### config.mk
export PLATFORM = sky130hd
export DESIGN_NAME = sipo_expander
export DESIGN_NICKNAME = d
export VERILOG_FILES = /design/src/rtl/sipo_pkg.sv /design/src/rtl/sipo_sync.sv /design/src/rtl/sipo_shift.sv /design/src/rtl/sipo_latch.sv /design/src/rtl/sipo_expander.sv
export SDC_FILE = /design/constraint.sdc
export NUM_CORES = 1
export LEC_CHECK = 0
export ABC_AREA = 0
export ABC_CLOCK_PERIOD_IN_PS = 1910
export BUFFER_PORTS_ARGS = -buffer_cell sky130_fd_sc_hd__clkbuf_2
export CORE_MARGIN = 8
export CORE_UTILIZATION = 30
export CTS_CLUSTER_SIZE = 24
export DETAILED_ROUTE_END_ITERATION = 10
export SLEW_MARGIN = 20
export SYNTH_ARGS = -nofsm -noshare
export SYNTH_HDL_FRONTEND = slang
export SYNTH_SLANG_ARGS = --single-unit
### constraint.sdc
create_clock -name clk_i -period 1.91 [get_ports clk_i]
set_input_delay 0.191 -clock clk_i [delete_from_list [all_inputs] [get_ports clk_i]]
set_output_delay 0.191 -clock clk_i [all_outputs]
set_load 0.03 [all_outputs]
### src/rtl/sipo_pkg.sv
package sipo_pkg;
  localparam int SYNC_DEPTH = 2;

  typedef struct packed {
    logic sclk;
    logic sdata;
    logic strobe;
    logic clear_n;
  } pins_t;

  localparam int PINS_W = $bits(pins_t);
endpackage

### src/rtl/sipo_sync.sv
module sipo_sync #(
  parameter int WIDTH = 4,
  parameter int DEPTH = 2
) (
  input  logic             clk_i,
  input  logic             rst_ni,
  input  logic [WIDTH-1:0] d_i,
  output logic [WIDTH-1:0] q_o
);
  logic [WIDTH-1:0] stage_q [DEPTH];

  for (genvar g = 0; g < DEPTH; g++) begin : g_stage
    if (g == 0) begin : g_first
      always_ff @(posedge clk_i or negedge rst_ni)
        if (!rst_ni) stage_q[g] <= '0;
        else         stage_q[g] <= d_i;
    end else begin : g_rest
      always_ff @(posedge clk_i or negedge rst_ni)
        if (!rst_ni) stage_q[g] <= '0;
        else         stage_q[g] <= stage_q[g-1];
    end
  end

  assign q_o = stage_q[DEPTH-1];
endmodule

### src/rtl/sipo_shift.sv
module sipo_shift #(
  parameter int WIDTH = 8
) (
  input  logic             clk_i,
  input  logic             rst_ni,
  input  logic             sclk_s_i,
  input  logic             sdata_s_i,
  output logic             rise_o,
  output logic [WIDTH-1:0] shift_o
);
  logic             sclk_d_q;
  logic [WIDTH-1:0] shift_q;

  assign rise_o = sclk_s_i & ~sclk_d_q;

  always_ff @(posedge clk_i or negedge rst_ni)
    if (!rst_ni) sclk_d_q <= 1'b0;
    else         sclk_d_q <= sclk_s_i;

  always_ff @(posedge clk_i or negedge rst_ni)
    if (!rst_ni)     shift_q <= '0;
    else if (rise_o) shift_q <= {shift_q[WIDTH-2:0], sdata_s_i};

  assign shift_o = shift_q;
endmodule

### src/rtl/sipo_latch.sv
module sipo_latch #(
  parameter int WIDTH = 8
) (
  input  logic             clk_i,
  input  logic             rst_ni,
  input  logic             strobe_s_i,
  input  logic             clear_ns_i,
  input  logic [WIDTH-1:0] shift_i,
  output logic [WIDTH-1:0] lat_o
);
  logic [WIDTH-1:0] lat_q;

  // clear wins over strobe; strobe low means transparent
  always_ff @(posedge clk_i or negedge rst_ni)
    if (!rst_ni)          lat_q <= '0;
    else if (!clear_ns_i) lat_q <= '0;
    else if (!strobe_s_i) lat_q <= shift_i;

  assign lat_o = lat_q;
endmodule

### src/rtl/sipo_expander.sv
module sipo_expander #(
  parameter int WIDTH = 8
) (
  input  logic             clk_i,
  input  logic             rst_ni,
  input  logic             sdata_i,
  input  logic             sclk_i,
  input  logic             strobe_i,
  input  logic             clear_ni,
  output logic [WIDTH-1:0] par_o,
  output logic             cascade_o
);
  import sipo_pkg::*;

  pins_t            pins_raw, pins_s;
  logic             sclk_rise;
  logic [WIDTH-1:0] shift_q;
  logic             strobe_s, clear_s;

  assign pins_raw = '{sclk: sclk_i, sdata: sdata_i, strobe: strobe_i, clear_n: clear_ni};

  sipo_sync #(.WIDTH(PINS_W), .DEPTH(SYNC_DEPTH)) i_sync (
    .clk_i (clk_i),
    .rst_ni(rst_ni),
    .d_i   (pins_raw),
    .q_o   (pins_s)
  );

  assign strobe_s = pins_s.strobe;
  assign clear_s  = pins_s.clear_n;

  sipo_shift #(.WIDTH(WIDTH)) i_shift (
    .clk_i    (clk_i),
    .rst_ni   (rst_ni),
    .sclk_s_i (pins_s.sclk),
    .sdata_s_i(pins_s.sdata),
    .rise_o   (sclk_rise),
    .shift_o  (shift_q)
  );

  sipo_latch #(.WIDTH(WIDTH)) i_latch (
    .clk_i     (clk_i),
    .rst_ni    (rst_ni),
    .strobe_s_i(strobe_s),
    .clear_ns_i(clear_s),
    .shift_i   (shift_q),
    .lat_o     (par_o)
  );

  assign cascade_o = shift_q[WIDTH-1];
endmodule

==> results.cfg <==
[clock_tree]
postCtsSetupBuffers = 0
cts_root_buffer = clkbuf_4
cts.sinks = 25
clkTransAtPathRegs_ns = 0.12
cts_buffers = 3
clk-insertion-delay-late_ns = 0.31
cts_tree = done
ctsHtreeMaxLevel = 1
clock_path_buffers = 2

[finish]
num_antenna_cells = 0
syn_to_final_growth_pct = 18.6
nets = 80
final_common_cell = dfrtp_1
utilization_pct = 36.2
fillCellCount = 276
layout-drive-gt1-share_pct = 35.6
final_cell_mix = dfrtp_1, clkbuf_2, mux2_4, mux2i_1, nor2b_1

[sta]
fin_crit_ns = 1.15
clock_skew_ns = 0.00656
slew_headroom_pct = 59.6
finalCritPeriodShare_pct = 60.1
slew_violations = 0
max_freq_mhz = 871
setup_tns_ns = 0
setup_violations = 0
finalHoldViolCount = 0
worstMarginPinSlew_ns = 0.605
rsz0062_at_grt = no

[route]
dr.pass1.iters = 3
via_per_inst = 4.41
wl_per_cell_um = 13.7
detail-route-antenna-nets = 0
drc = 0
wl_um = 1450
vias = 467
drt_iter0_drc = 16

[floorplanning]
start_util_pct = 30.5
core_area_um2 = 2980
rows = 20
die_y_um = 71.0
die-area_um2 = 5040
die_w_um = 71.0
ios = 15

[synth]
synth_warnings = 0
ys_ff_latch = 25
syn_nets = 58
ys_seq_area_share_pct = 68.9
syn_area_per_cell_um2 = 17.5
netlist_area_um2 = 908
synthCells = 52
synth_cell_type_count = 7

[setup_path]
cp_max_fo = 8
critPathKind = flop to flop
critPathArrivalTime_ns = 1.35
r2r_cells = 2
critical_path_required_ns = 2.11
crit_buf_inv = 0
crit_cells = 2
crit_path_end_kind = flop
startpoint_type = flop
path_cells = nor2b_4 -> mux2_4
max_stage_delay_ns = 0.41
critical-path-top-delay-family = flip-flops
slowest_stage = dfrtp_1

[power]
finalPower_mw = 1.24
leakagePower_nw = 0.532
p_per_area_nw_per_um2 = 1150
peakVddDrop_mv = 0.549

[global_route]
antenna_found_initial = 0
grt_max_degree = 26
overflow = 0
grtUsageTotal_pct = 6.58
grt_first_pass_wirelength_um = 2550
grt_pass1_vias = 521

[hold_path]
min_delay_path_depth = 0
hold_path_class = flop to flop

[status]
status = finished clean

[placement]
dp_hpwl_um = 978
gp_congestion = 0.614
port_buffers = 14

[flow_run]
max_cap_viol_count = 0
## timing repair
action | in CTS | in global routing
hold buffers | 5 | 0
gates resized for setup | 0 | 0
hold endpoints to repair | 29 | 0
## cells in the mapped netlist (all sizes together)
master / n / area, µm²
buf: 2 / 18.8
dfrtp: 25 / 626
mux2: 8 / 120
mux2i: 8 / 80.1
nor2b: 9 / 63.8
## stage by stage
step	area [µm²]	setup slack, ns	cells	hold WS [ns]
6_report	1080	0.761	106	0.363
5_1_grt	1080	0.707	106	0.384
4_1_cts	1080	0.757	106	0.367
3_5_place_dp	1000	0.774	97	0.225
3_3_place_gp	1000	0.793	97	0.222
2_1_floorplan	908	0.871	52	-0.105
## state kept, by name (all words and copies together), names as in the netlist
| name | count |
|---|---|
| i_latch.lat_o | 8 |
| i_sync.stage_q | 4 |
| i_sync.q_o | 4 |
| i_shift.shift_o | 8 |
| i_shift.sclk_d_q | 1 |
## where the power goes
part,leakage [nW],internal (mW),switching [mW]
clock network,0.0150,0.0816,0.144
logic,0.209,0.156,0.146
registers,0.308,0.632,0.0827
## path summary, 6_finish.rpt
path | startpoint | end | slack (ns)
max | i_shift.sclk_d_q | i_shift.shift_o[0] | 0.76
min | i_sync.stage_q[5] | i_sync.q_o[1] | 0.36
max reg2reg | i_shift.sclk_d_q | i_shift.shift_o[0] | 0.76
min reg2reg | i_sync.stage_q[5] | i_sync.q_o[1] | 0.36
max in group asynchronous | rst_ni | i_shift.shift_o[0] | 1.11
min in group asynchronous | rst_ni | i_shift.shift_o[6] | 0.40
## logic make-up (layout without fill, tap and decap cells)
kind of cell | after synthesis | after routing | share of synthesized area (%)
flip-flops | 25 | 25 | 68.9
multiplexers | 16 | 16 | 22.0
buffers and inverters | 2 | 23 | 2.07
AND/OR/NAND/NOR | 9 | 9 | 7.02
## metal layers
layer	share of wire, %	track usage, %	vias up
li1	-	-	214
met1	47	7.83	237
met2	43	9.17	14
met3	9.2	4.52	2
met4	0.76	2.08	0
met5	0	0	-
## area by class of cell
| type | instances | area (µm²) | share of cell area (%) |
|---|---|---|---|
| Clock buffer | 4 | 26.3 | 2.44 |
| Multi-Input combinational cell | 25 | 264 | 24.5 |
| Sequential cell | 25 | 626 | 58.1 |
| Tap cell | 33 | 41.3 | 3.83 |
| Timing Repair Buffer | 19 | 120 | 11.1 |
No activity file was read; power rests on OpenSTA's default activity.
